--- src/rtl/stop_clk_pkg.sv ---
package stop_clk_pkg;
  typedef enum logic [2:0] {
    ST_RUN        = 3'd0,
    ST_STOPPED    = 3'd1,
    ST_OSC_SETTLE = 3'd2,
    ST_WAIT_LOCK  = 3'd3,
    ST_RESTART    = 3'd4
  } stop_state_e;

  typedef struct packed {
    logic keep;
    logic loop;
    logic osc_off;
    logic long_wait;
  } stop_cfg_t;
endpackage

--- src/rtl/stop_cfg_hold.sv ---
module stop_cfg_hold
  import stop_clk_pkg::*;
(
  input  logic      clk,
  input  logic      rst_n,
  input  logic      capture,
  input  stop_cfg_t cfg_in,
  output stop_cfg_t cfg_q
);
  always_ff @(posedge clk or negedge rst_n) begin
    if (!rst_n)       cfg_q <= '0;
    else if (capture) cfg_q <= cfg_in;
  end
endmodule

--- src/rtl/stop_rec_timer.sv ---
module stop_rec_timer #(
  parameter int CNT_W = 17
) (
  input  logic             clk,
  input  logic             rst_n,
  input  logic             clr,
  input  logic             run,
  input  logic [CNT_W-1:0] limit,
  output logic             done
);
  logic [CNT_W-1:0] cnt;

  assign done = run && (cnt == limit);

  always_ff @(posedge clk or negedge rst_n) begin
    if (!rst_n)     cnt <= '0;
    else if (clr)   cnt <= '0;
    else if (run)   cnt <= done ? '0 : cnt + 1'b1;
  end

  // the counter never runs past the selected limit
  assert_cnt_bound_R8: assert property (@(posedge clk) disable iff (!rst_n)
    run |-> (cnt <= limit));
endmodule

--- src/rtl/stop_clk_ctrl.sv ---
module stop_clk_ctrl
  import stop_clk_pkg::*;
#(
  parameter int CNT_W       = 17,
  parameter int SHORT_SETTLE = 16,
  parameter int LONG_SETTLE  = 65536,
  parameter int RESTART_CYC  = 3
) (
  input  logic clk,
  input  logic rst_n,
  input  logic keep_alive,
  input  logic loop_en,
  input  logic osc_dis,
  input  logic stop_req,
  input  logic wake,
  input  logic long_wait,
  input  logic lock_det,
  output logic osc_en,
  output logic loop_on,
  output logic core_clk_en,
  output logic core_ready
);
  localparam logic [CNT_W-1:0] LIM_SHORT   = CNT_W'(SHORT_SETTLE - 1);
  localparam logic [CNT_W-1:0] LIM_LONG    = CNT_W'(LONG_SETTLE - 1);
  localparam logic [CNT_W-1:0] LIM_RESTART = CNT_W'(RESTART_CYC - 1);

  stop_state_e state, state_nx;
  stop_cfg_t   cfg_in, cfg_q;
  logic        capture, tmr_clr, tmr_run, tmr_done;
  logic [CNT_W-1:0] tmr_limit;

  assign cfg_in  = '{keep: keep_alive, loop: loop_en, osc_off: osc_dis, long_wait: long_wait};
  assign capture = (state == ST_RUN) && stop_req;

  stop_cfg_hold u_cfg (
    .clk(clk), .rst_n(rst_n), .capture(capture), .cfg_in(cfg_in), .cfg_q(cfg_q)
  );

  assign tmr_clr   = (state == ST_RUN) || (state == ST_STOPPED);
  assign tmr_run   = (state == ST_RESTART) || (state == ST_OSC_SETTLE);
  assign tmr_limit = (state == ST_RESTART) ? LIM_RESTART :
                     (cfg_q.long_wait ? LIM_LONG : LIM_SHORT);

  stop_rec_timer #(.CNT_W(CNT_W)) u_tmr (
    .clk(clk), .rst_n(rst_n), .clr(tmr_clr), .run(tmr_run),
    .limit(tmr_limit), .done(tmr_done)
  );

  always_comb begin
    state_nx = state;
    unique case (state)
      ST_RUN:        if (stop_req) state_nx = ST_STOPPED;
      ST_STOPPED:    if (wake) state_nx = cfg_q.keep ? ST_RESTART : ST_OSC_SETTLE;
      ST_RESTART:    if (tmr_done) state_nx = ST_RUN;
      ST_OSC_SETTLE: if (tmr_done) state_nx = cfg_q.loop ? ST_WAIT_LOCK : ST_RUN;
      ST_WAIT_LOCK:  if (lock_det) state_nx = ST_RUN;
      default:       state_nx = ST_RUN;
    endcase
  end

  always_ff @(posedge clk or negedge rst_n) begin
    if (!rst_n) state <= ST_RUN;
    else        state <= state_nx;
  end

  always_comb begin
    core_ready  = 1'b0;
    core_clk_en = 1'b0;
    osc_en      = 1'b0;
    loop_on     = 1'b0;
    unique case (state)
      ST_RUN: begin
        core_ready  = 1'b1;
        core_clk_en = 1'b1;
        osc_en      = !osc_dis;
        loop_on     = loop_en;
      end
      ST_STOPPED, ST_RESTART: begin
        osc_en  = cfg_q.keep && !cfg_q.osc_off;
        loop_on = cfg_q.keep && cfg_q.loop;
      end
      ST_OSC_SETTLE, ST_WAIT_LOCK: begin
        osc_en  = !cfg_q.osc_off;
        loop_on = cfg_q.loop;
      end
      default: ;
    endcase
  end

  // full shutdown keeps oscillator and loop off
  assert_shutdown_R3: assert property (@(posedge clk) disable iff (!rst_n)
    (state == ST_STOPPED && !cfg_q.keep) |-> (!osc_en && !loop_on));

  // captured settings hold while the core is held
  assert_cfg_hold_R2: assert property (@(posedge clk) disable iff (!rst_n)
    (!core_ready && $past(!core_ready)) |-> $stable(cfg_q));

  // a short restart always spans three restart cycles
  assert_restart_R7: assert property (@(posedge clk) disable iff (!rst_n)
    ($rose(core_ready) && $past(state) == ST_RESTART) |->
      ($past(state, 3) == ST_RESTART && $past(state, 4) == ST_STOPPED));

  // release from lock waiting follows a sampled lock
  assert_lock_R9: assert property (@(posedge clk) disable iff (!rst_n)
    ($past(state) == ST_WAIT_LOCK && state == ST_RUN) |-> $past(lock_det));

  // an open settle window is not cut short by other inputs
  assert_settle_R10: assert property (@(posedge clk) disable iff (!rst_n)
    (state == ST_OSC_SETTLE && !tmr_done) |=> (state == ST_OSC_SETTLE));
endmodule

--- config.mk ---
export PLATFORM = sky130hd
export DESIGN_NAME = stop_clk_ctrl
export DESIGN_NICKNAME = d
export VERILOG_FILES = /design/src/rtl/stop_clk_pkg.sv /design/src/rtl/stop_cfg_hold.sv /design/src/rtl/stop_rec_timer.sv /design/src/rtl/stop_clk_ctrl.sv
export SDC_FILE = /design/constraint.sdc
export NUM_CORES = 1
export LEC_CHECK = 0
export BUFFER_PORTS_ARGS = -buffer_cell sky130_fd_sc_hd__buf_2
export CAP_MARGIN = 5
export CORE_MARGIN = 1.5
export CORE_UTILIZATION = 40
export CTS_CLUSTER_SIZE = 10
export DETAILED_ROUTE_END_ITERATION = 8
export GPL_TIMING_DRIVEN = 0
export MAX_ROUTING_LAYER = met4
export SKIP_CTS_REPAIR_TIMING = 1
export SLEW_MARGIN = 10
export SYNTH_ARGS = -nofsm -noshare
export SYNTH_HDL_FRONTEND = slang
export SYNTH_HIERARCHICAL = 1
export SYNTH_SLANG_ARGS = --single-unit
--- constraint.sdc ---
create_clock -name clk -period 3 [get_ports clk]
set_input_delay 0.6 -clock clk [delete_from_list [all_inputs] [get_ports clk]]
set_output_delay 0.6 -clock clk [all_outputs]
set_load 0.01 [all_outputs]
==> impl_metrics.csv <==
group,metric,value,unit
grt,grt-ovfl-total,0,
worst_setup_path,r2r_cells,11,
yosys,synth_adder_area_share,0.00762,
grt,grt_max_degree,25,
status,outcome,"completed",
routing,viasPerCell,5.34,
worst_setup_path,worstSetupEndpointType,"flop",
routing,drc,0,
yosys,ys_seq_area_frac,0.366,
layout,drive_above_1_share,0.208,
cts,clock_sinks,24,
sta,fin_crit_sh,0.936,
routing,wire_per_inst,14.2,um
grt,grt_pass1_wl,6.34,mm
pwr,powerDensity,723,mW/mm^2
worst_setup_path,worst-path-max-fanout,12,
worst_setup_path,timing.rr.end,"state[0]$_DFFE_PN0P_",
yosys,syn_area,0.00164,sq mm
sta,rsz0062_at_grt,"no",
sta,setup_viol,0,
routing,top_layer,"met4",
pwr,power_leakage,0.821,nW
routing,drtIter0Drc,66,
routing,dr_wl_met3,177,um
sta,hold_viol,0,
yosys,synthArstFlopShare,1.00,
worst_setup_path,critPathKind,"reg2reg",
job,max-cap-violations,0,
yosys,syn-num-nets,199,
floorplan,start_util,0.413,
yosys,muxShareOfSynthArea,0.0899,
cts,clockRootBuffer,"clkbuf_8",
cts,clk_pin_slew,80,ps
yosys,synthSimpleGateAreaFrac,0.275,
floorplan,fp.coreArea,0.00397,sq mm
sta,slew_violations,0,
worst_setup_path,r2r_setup_slack,190,ps
floorplan,die_h,67.1,um
routing,wirelength,3.64,mm
yosys,synth_edf_count,0,
worst_setup_path,worstPathRequired,3200,ps
layout,final_net_count,219,
yosys,synth_compound_area_frac,0.0655,
sta,layout_setup_ws,192,ps
cts,clockBufferDepth,2,
sta,maxClockFrequency,356,MHz
sta,fin_skew,2.51,ps
yosys,ys_ff_latch,24,
sta,max-slew-margin-rel,0.633,
worst_setup_path,rr_startpoint,"state[0]$_DFFE_PN0P_",
cts,cts_tree,"done",
grt,antenna_found_initial,0,
yosys,syn_area_per_cell,8.69,sq um
grt,track_usage,0.189,
worst_setup_path,crit_arrival,3010,ps
floorplan,io_pins,13,
placement,dp_slack,-318,ps
sta,min_period,2810,ps
yosys,synth_cells,189,
grt,grt_pass1_vias,1300,
worst_setup_path,start_kind,"flop",
pwr,peakVddDrop,590,uV
yosys,ys.warnings.count,6,
cts,insertion_delay,270,ps
routing,route.antenna.remaining_nets,0,
yosys,synth-main-ff-cell,"dfrtp_1",
routing,vias,1372,
floorplan,die_w,67.1,um
sta,tightest_slew,550,ps
pwr,p_total,0.00133,W
routing,drt_pass1_iterations,4,
cts,cts_buffers,3,
routing,dr_wl_met2,1.75,mm
placement,numPortBuffers,12,
routing,wl_met1,1.71,mm
yosys,synth_top_family_by_area,"simple AND/OR/NAND/NOR gates",
layout,diodes,0,
yosys,netlist-cell-type-count,37,
floorplan,rows,23,
hold_path,hp-class,"in2async",
placement,place_hpwl,2.62,mm
placement,gp_congestion,0.856,
floorplan,dieArea,0.00450,sq mm
yosys,synth-xor-area-share,0.117,
layout,synthToLayoutAreaGrowth,12.3,%
cts,htree_levels,1,
==> metrics by stage <==
stage / std cells / area (sq um) / setup TNS, ps / utilization / hold slack [ps]
final: 257 / 1840 / 0 / 0.464 / 310
after global routing: 257 / 1840 / 0 / 0.464 / 337
after CTS: 254 / 1810 / -615 / 0.455 / 333
after detailed placement: 251 / 1760 / -540 / 0.444 / 516
after global placement: 251 / 1760 / -433 / 0.444 / 509
after floorplan: 189 / 1640 / 0 / - / 304
==> Yosys cell counts, types with 6 or more instances <==
library cell  instances  share of area
nand4_1               7          0.027
nand2_1              16          0.037
nor2_1               21          0.048
nor3_1               10          0.030
nand3_1              11          0.034
a21oi_1               6          0.018
inv_1                 6          0.014
dfrtp_1              24           0.37
nor4_1               13          0.050
mux2i_1               8          0.049
xor2_1               17          0.091
==> final cells by class <==
cell class / instances / area, sq um
buffer: 15 / 98.8
clock buffer: 3 / 41.3
fill: 417 / 2130
inverter: 6 / 22.5
multi-input combinational: 144 / 936
sequential: 24 / 601
tap: 50 / 62.6
timing repair buffer: 15 / 82.6
==> report_power, final <==
part	total (W)	switching, W	internal [W]
Combinational	0.000711	0.000418	0.000293
Clock	0.000190	0.0000997	0.0000899
Sequential	0.000433	0.0000572	0.000376
Total	0.00133	0.000575	0.000759
==> cell families (layout without fill, tap and decap cells) <==
logic type	count (synthesis)	in the layout
compound gates	17	17
xor+xnor	22	22
fa+ha+maj	1	1
buf+inv	21	39
flops	24	24
mux	13	13
other cells	2	2
simple gates	89	89
==> routing by layer <==
metal / vias to the layer above / GRT usage
met1: 640 / 0.241
li1: 696 / -
met4: 0 / 0.0230
met2: 34 / 0.317
met3: 2 / 0.0405
met5: - / -
==> worst max-delay path by stage <==
stage	from	endpoint	slack (ps)	cells after the start
4_1_cts	state[0]$_DFFE_PN0P_	state[0]$_DFFE_PN0P_	-360	11
6_report	state[0]$_DFFE_PN0P_	state[0]$_DFFE_PN0P_	190	11
5_1_grt	state[0]$_DFFE_PN0P_	state[0]$_DFFE_PN0P_	30	11
2_1_floorplan	state[0]$_DFFE_PN0P_	state[0]$_DFFE_PN0P_	140	11
3_3_place_gp	state[0]$_DFFE_PN0P_	state[0]$_DFFE_PN0P_	-260	11
3_5_place_dp	state[0]$_DFFE_PN0P_	state[0]$_DFFE_PN0P_	-320	11
==> cell usage in the layout, fill, tap and decap left out, types with 2 or more instances in the layout <==
master / synthesis / final
clkbuf_8: 0 / 3
o21ai_0: 5 / 5
nand3_1: 11 / 11
buf_2: 5 / 17
nor2_1: 21 / 21
nor3_1: 10 / 9
conb_1: 2 / 2
buf_6: 2 / 2
dfrtp_1: 24 / 24
clkbuf_1: 2 / 2
mux2i_1: 8 / 8
mux2_2: 4 / 4
o211ai_1: 2 / 2
nand2_2: 1 / 2
inv_1: 6 / 6
nor4_1: 13 / 13
and3_1: 2 / 2
nand2_1: 16 / 15
xnor2_1: 5 / 5
buf_4: 4 / 7
xor2_1: 17 / 17
a21oi_1: 6 / 6
nand4_1: 7 / 7
==> sequential cells by signal, summed over array words and instances, names as in the netlist <==
register     flops
state            3
u_tmr/cnt       17
u_cfg/cfg_q      4
==> critical path, cell delays in order, from the launching register on <==
cell	delay, ps
dfrtp_1	360
buf_2	170
nor2_1	220
nand2_2	140
and2_4	250
xor2_1	170
nor4_1	310
nand3_1	260
nor3_4	240
nand2_1	80
mux4_2	450
nor2_1	90
Power figures use the tool's default switching activity.
